--- config.mk ---
export PLATFORM = sky130hd
export DESIGN_NAME = idata_router
export DESIGN_NICKNAME = d
export VERILOG_FILES = /design/src/rtl/idr_pkg.sv /design/src/rtl/idr_decode.sv /design/src/rtl/idr_ram.sv /design/src/rtl/idr_page_reg.sv /design/src/rtl/idata_router.sv
export SDC_FILE = /design/constraint.sdc
export NUM_CORES = 2
export LEC_CHECK = 0
export BUFFER_PORTS_ARGS = -buffer_cell sky130_fd_sc_hd__clkbuf_2
export CORE_AREA = 4 4 565 567
export DETAILED_ROUTE_END_ITERATION = 6
export DIE_AREA = 0 0 569 571
export PLACE_DENSITY = 0.5
export SLEW_MARGIN = 20
export SYNTH_ARGS = -nofsm -noshare
export SYNTH_HDL_FRONTEND = slang
export SYNTH_HIERARCHICAL = 1
export SYNTH_SLANG_ARGS = --single-unit
--- constraint.sdc ---
create_clock -name clk -period 4.28 [get_ports clk]
set_input_delay 0.214 -clock clk [delete_from_list [all_inputs] [get_ports clk]]
set_output_delay 0.214 -clock clk [all_outputs]
set_load 0.005 [all_outputs]
--- src/rtl/idr_pkg.sv ---
package idr_pkg;
   typedef enum logic [1:0] {
      TGT_NONE = 2'd0,
      TGT_RAM  = 2'd1,
      TGT_SFR  = 2'd2,
      TGT_PAGE = 2'd3
   } idr_tgt_e;

   function automatic logic strobe_hits(input idr_tgt_e t, input idr_tgt_e want,
                                        input logic rd, input logic wr);
      return (rd | wr) & (t == want);
   endfunction
endpackage

--- src/rtl/idr_decode.sv ---
module idr_decode
   import idr_pkg::*;
#(
   parameter int          ADDR_W        = 8,
   parameter int          DATA_W        = 8,
   parameter logic [7:0]  PAGE_REG_ADDR = 8'h84,
   parameter logic [7:0]  BIT_BASE      = 8'h20,
   parameter bit          SFR_BITS_EN   = 1'b1
) (
   input  logic [ADDR_W-1:0]          addr,
   input  logic                       indirect,
   input  logic                       bit_op,
   output idr_tgt_e                   tgt,
   output logic [ADDR_W-1:0]          byte_addr,
   output logic [$clog2(DATA_W)-1:0]  bit_idx
);
   localparam int BIT_IDX_W = $clog2(DATA_W);
   localparam logic [ADDR_W-1:0] ALIGN_MASK = ~((ADDR_W)'((1 << BIT_IDX_W) - 1));
   localparam logic [ADDR_W-1:0] PAGE_A     = PAGE_REG_ADDR[ADDR_W-1:0];
   localparam logic [ADDR_W-1:0] BIT_BASE_A = BIT_BASE[ADDR_W-1:0];

   idr_tgt_e          hi_bit_tgt;
   logic [ADDR_W-1:0] hi_bit_byte;

   generate
      if (SFR_BITS_EN) begin : g_sfr_bits
         assign hi_bit_tgt  = TGT_SFR;
         assign hi_bit_byte = addr & ALIGN_MASK;
      end else begin : g_no_sfr_bits
         assign hi_bit_tgt  = TGT_NONE;
         assign hi_bit_byte = addr;
      end
   endgenerate

   always_comb begin
      bit_idx = addr[BIT_IDX_W-1:0];
      if (bit_op) begin
         if (!addr[ADDR_W-1]) begin
            tgt       = TGT_RAM;
            byte_addr = BIT_BASE_A + (addr >> BIT_IDX_W);
         end else begin
            tgt       = hi_bit_tgt;
            byte_addr = hi_bit_byte;
         end
      end else begin
         byte_addr = addr;
         if (!addr[ADDR_W-1] || indirect) begin
            tgt = TGT_RAM;
         end else if (addr == PAGE_A) begin
            tgt = TGT_PAGE;
         end else begin
            tgt = TGT_SFR;
         end
      end
   end
endmodule

--- src/rtl/idr_ram.sv ---
module idr_ram #(
   parameter int ADDR_W = 8,
   parameter int DATA_W = 8
) (
   input  logic              clk,
   input  logic              rst_n,
   input  logic              we,
   input  logic [ADDR_W-1:0] addr,
   input  logic [DATA_W-1:0] wdata,
   output logic [DATA_W-1:0] rdata
);
   localparam int DEPTH = 1 << ADDR_W;

   logic [DATA_W-1:0] mem [DEPTH];

   always_ff @(posedge clk or negedge rst_n) begin
      if (!rst_n) begin
         for (int i = 0; i < DEPTH; i++) begin
            mem[i] <= '0;
         end
      end else if (we) begin
         mem[addr] <= wdata;
      end
   end

   assign rdata = mem[addr];
endmodule

--- src/rtl/idr_page_reg.sv ---
module idr_page_reg #(
   parameter int              PAGE_W     = 8,
   parameter logic [PAGE_W-1:0] RESET_PAGE = '0
) (
   input  logic              clk,
   input  logic              rst_n,
   input  logic              we,
   input  logic [PAGE_W-1:0] wdata,
   output logic [PAGE_W-1:0] page
);
   always_ff @(posedge clk or negedge rst_n) begin
      if (!rst_n) begin
         page <= RESET_PAGE;
      end else if (we) begin
         page <= wdata;
      end
   end
endmodule

--- src/rtl/idata_router.sv ---
module idata_router
   import idr_pkg::*;
#(
   parameter int          ADDR_W        = 8,
   parameter int          DATA_W        = 8,
   parameter int          PAGE_W        = 8,
   parameter logic [7:0]  PAGE_REG_ADDR = 8'h84,
   parameter logic [7:0]  BIT_BASE      = 8'h20,
   parameter bit          SFR_BITS_EN   = 1'b1
) (
   input  logic              clk,
   input  logic              rst_n,
   input  logic [ADDR_W-1:0] addr,
   input  logic              indirect,
   input  logic              rd_en,
   input  logic              wr_en,
   input  logic [DATA_W-1:0] wdata,
   input  logic              bit_op,
   output logic [DATA_W-1:0] rdata,
   output logic              ram_cs,
   output logic              sfr_cs,
   output logic              sfr_we,
   output logic [ADDR_W-2:0] sfr_addr,
   output logic [DATA_W-1:0] sfr_wdata,
   input  logic [DATA_W-1:0] sfr_rdata,
   output logic [PAGE_W-1:0] sfr_page
);
   localparam int BIT_IDX_W = $clog2(DATA_W);

   generate
      if (ADDR_W != 8) begin : g_bad_addr
         $error("idata_router: ADDR_W must be 8");
      end
      if (PAGE_W > DATA_W || PAGE_W < 1) begin : g_bad_page
         $error("idata_router: PAGE_W must lie in 1..DATA_W");
      end
      if (DATA_W != (1 << BIT_IDX_W)) begin : g_bad_data
         $error("idata_router: DATA_W must be a power of two");
      end
   endgenerate

   idr_tgt_e              tgt;
   logic [ADDR_W-1:0]     byte_addr;
   logic [BIT_IDX_W-1:0]  bit_idx;
   logic [DATA_W-1:0]     ram_rdata;
   logic [DATA_W-1:0]     page_rdata;
   logic [DATA_W-1:0]     cur_byte;
   logic [DATA_W-1:0]     merged;
   logic [DATA_W-1:0]     store_data;
   logic                  ram_we;
   logic                  page_we;

   idr_decode #(
      .ADDR_W        (ADDR_W),
      .DATA_W        (DATA_W),
      .PAGE_REG_ADDR (PAGE_REG_ADDR),
      .BIT_BASE      (BIT_BASE),
      .SFR_BITS_EN   (SFR_BITS_EN)
   ) u_decode (
      .addr      (addr),
      .indirect  (indirect),
      .bit_op    (bit_op),
      .tgt       (tgt),
      .byte_addr (byte_addr),
      .bit_idx   (bit_idx)
   );

   idr_ram #(
      .ADDR_W (ADDR_W),
      .DATA_W (DATA_W)
   ) u_ram (
      .clk   (clk),
      .rst_n (rst_n),
      .we    (ram_we),
      .addr  (byte_addr),
      .wdata (store_data),
      .rdata (ram_rdata)
   );

   idr_page_reg #(
      .PAGE_W     (PAGE_W),
      .RESET_PAGE ('0)
   ) u_page (
      .clk   (clk),
      .rst_n (rst_n),
      .we    (page_we),
      .wdata (wdata[PAGE_W-1:0]),
      .page  (sfr_page)
   );

   generate
      if (PAGE_W == DATA_W) begin : g_page_full
         assign page_rdata = sfr_page;
      end else begin : g_page_ext
         assign page_rdata = {{(DATA_W-PAGE_W){1'b0}}, sfr_page};
      end
   endgenerate

   always_comb begin
      unique case (tgt)
         TGT_RAM:  cur_byte = ram_rdata;
         TGT_SFR:  cur_byte = sfr_rdata;
         TGT_PAGE: cur_byte = page_rdata;
         default:  cur_byte = '0;
      endcase
   end

   always_comb begin
      merged          = cur_byte;
      merged[bit_idx] = wdata[0];
   end

   assign store_data = bit_op ? merged : wdata;
   assign ram_we     = wr_en & (tgt == TGT_RAM);
   assign page_we    = wr_en & (tgt == TGT_PAGE);

   assign ram_cs    = strobe_hits(tgt, TGT_RAM, rd_en, wr_en);
   assign sfr_cs    = strobe_hits(tgt, TGT_SFR, rd_en, wr_en);
   assign sfr_we    = wr_en & (tgt == TGT_SFR);
   assign sfr_addr  = byte_addr[ADDR_W-2:0];
   assign sfr_wdata = store_data;

   always_comb begin
      if (!rd_en) begin
         rdata = '0;
      end else if (bit_op) begin
         rdata = {{(DATA_W-1){1'b0}}, cur_byte[bit_idx]};
      end else begin
         rdata = cur_byte;
      end
   end
endmodule

==> run metrics <==
Hold Path Class in -> async; CTS root buffer clkbuf_16; antenna violations before repair 17; WL final about 310000 um; Synth cell types 50; port bufs 63; Tmin final 4.80 ns; initial core utilization between 20 and 30%; sequential fraction of the synthesis area 54.8%; non-filler cells, final between 10000 and 15000; die width 569 um; CTS Sinks between 2000 and 2500; vias post-DR 58000; type of origin of the critical path primary input; row count around 210; layout cells sized above 1 between 50% and 60%; Nets 6917; Seq. cell area between 0.05 and 0.06 mm2; Placed Instances 10500; critical path data arrival time 4.59 ns; DR WL/cell between 20 and 30 um; Critical Path End Type primary output; dpl hpwl about 190000 um; Final Skew about 0.079 ns; CP required 4.07 ns; share of the synthesized area in the top cell type a little over half; Post-synth EDFFs 0; P_leak approximately 0.057 uW; GRT Residual Overflow 0; kind of critical path in -> out; Final setup viols between 1500 and 2000; CTS tree built; first-pass GRT wire length approximately 450000 um; fin. max-slew vios 0; Die ar. between 0.3 and 0.4 mm2; clock-pin slew on the worst setup and hold paths 0.06 ns; max cap viols 0; I/O pin count 64; slack of the critical path -0.520 ns; failing checks setup timing; Async S/R FF share, synth 100%; status complete, but fails checks; Max VDD drop about 0.33 mV; number of global-route vias before repair slightly above 60000; layout overhead on the synthesized area 30.1%; FF-to-FF setup slack -0.33 ns; Cells after Synth about 6000; Commonest cells post-synth dfrtp_1, mux2_2, mux2_1, mux4_2, clkbuf_1; Initial DRC Count around 3700; TritonRoute pass-1 iters 5; Pwr per Cell Area 376 mW/mm2; Fmax achieved 0.208 GHz; htree depth 4; post-synth top area cell dfrtp_1; Core Region 0.314 mm2; fillers a little under 30000; fin util just under 40%; number of register bits inferred by synthesis 2056; Mapped Area 0.0939 mm2; RSZ-0062 raised after global routing yes; chip height between 500 and 600 um; Clock Tree Buf Depth 4; Avg Synthesized Cell Area roughly 16 um2; clk_lat worst skew between 0.9 and 1 ns; top post-synthesis cells by area dfrtp_1, mux2_2, mux4_2; final worst-path cycle share 112%; GRT Resource Usage Total between 10% and 20%; GP Congestion 0.823; Final Hold Vio Count 0; multi-input logic area 0.0423 mm2; largest net degree at the start of global routing between 150 and 200; vias per std cell about 5.2; Relative slew margins a little under two fifths; Remaining DRCs 0; main flop type after synthesis dfrtp_1; total CTS buffers about 230; most frequent cell after synthesis dfrtp_1; Hold WS 0.121 ns; Worst Path Max Fanout 6; transition time of the tightest slew-check pin 0.925 ns; Yosys warning count 6; Routed Antenna Nets 0; Synth Net Count ~6000
cells in the final DEF, fill, tap and decap left out, drive strengths merged, types with 4 or more instances in the layout:
master,instances
dfrtp,2056
nand4,8
and2,4
o41ai,33
bufinv,15
nor2b,17
nand3,10
and3,5
nand2,101
clkinvlp,4
mux4,513
o2bb2ai,5
bufbuf,16
nor3,4
mux2,2070
inv,11
nand3b,4
a22oi,257
diode,11
buf,1077
mux2i,8
dlygate4sd3,9
nor2,216
nand2b,12
a21oi,132
clkinv,28
clkbuf,428
final cells by class:
type | count | share of cell area (%)
Antenna cell | 11 | 0.0225
Clock buffer | 363 | 5.70
Clock inverter | 52 | 0.623
Inverter | 6 | 0.0184
Multi-Input combinational cell | 3424 | 34.7
Sequential cell | 2056 | 42.1
Tap cell | 4160 | 4.26
Timing Repair Buffer | 1167 | 12.6
flip-flops by register name, indices dropped and copies added (netlist names):
signal,cells
u_page/page,8
u_ram/mem,2048
kinds of logic after synthesis:
kind of cell	after synthesis	synth area share (%)
DFF	2056	54.8
muxes	2591	37.3
and+or+nand+nor	392	2.43
buffers and inverters	480	2.25
AOI/OAI and AO/OA	441	3.24
worst paths after layout:
kind                                 start  cells past startpoint               to
setup / recovery                   addr[0]                     21     sfr_wdata[5]
hold / removal                       rst_n                      3  u_ram/mem[1662]
setup reg to reg           u_ram/mem[1155]                     15  u_ram/mem[1147]
hold reg to reg             u_ram/mem[963]                      1   u_ram/mem[963]
max in group asynchronous            rst_n                      4  u_ram/mem[1854]
min in group clk                  wdata[7]                      3   u_page/page[7]
worst max-delay path: stages:
cell and delay [ns]:
buf_8 0.10, nor2b_4 0.12, a31o_4 0.22, buf_12 0.14, buf_12 0.12, buf_12 0.15
buf_12 0.15, clkbuf_16 0.17, buf_6 0.11, mux4_2 0.44, a22oi_2 0.20, a21oi_2 0.12
o41ai_4 0.48, buf_4 0.19, nand4_1 0.30, mux2i_2 0.31, o2bb2ai_2 0.10, mux2_4 0.28
mux2_8 0.35, buf_16 0.16, buf_6 0.12
through the flow:
stage / total power, uW / worst slack [ns] / instance area, um2 / setup TNS (ns)
2_1_floorplan: 22400 / 0.174 / 93900 / 0
3_3_place_gp: 24400 / -1.48 / 107000 / -2038.39
3_5_place_dp: 24500 / -1.39 / 107000 / -1955.90
4_1_cts: 46300 / -0.444 / 121000 / -121.12
5_1_grt: 47500 / -0.566 / 122000 / -327.50
6_report: 45900 / -0.520 / 122000 / -254.66
timing repair:
item / in CTS / in global routing
hold buffers: 10 / 0
pin swaps: 75 / 56
cloned: 75 / 11
hold endpoints to repair: 1211 / 0
resized for setup: 491 / 118
endpoints found under the setup margin: 962 / 1870
setup buffers: 150 / 46
per-layer routing:
metal / GRT usage, % / vias to the layer above / share of wire, %
met5: 0 / - / 0
met4: 4.83 / 0 / 2.7
li1: - / 24400 / -
met2: 29.3 / 1248 / 46
met3: 2.34 / 389 / 4.3
met1: 27.1 / 32000 / 47
power breakdown:
part	internal (uW)	switching (uW)
logic	2440	3050
clock network	12000	8260
registers	19900	236
(Power assumes the default switching activity.)
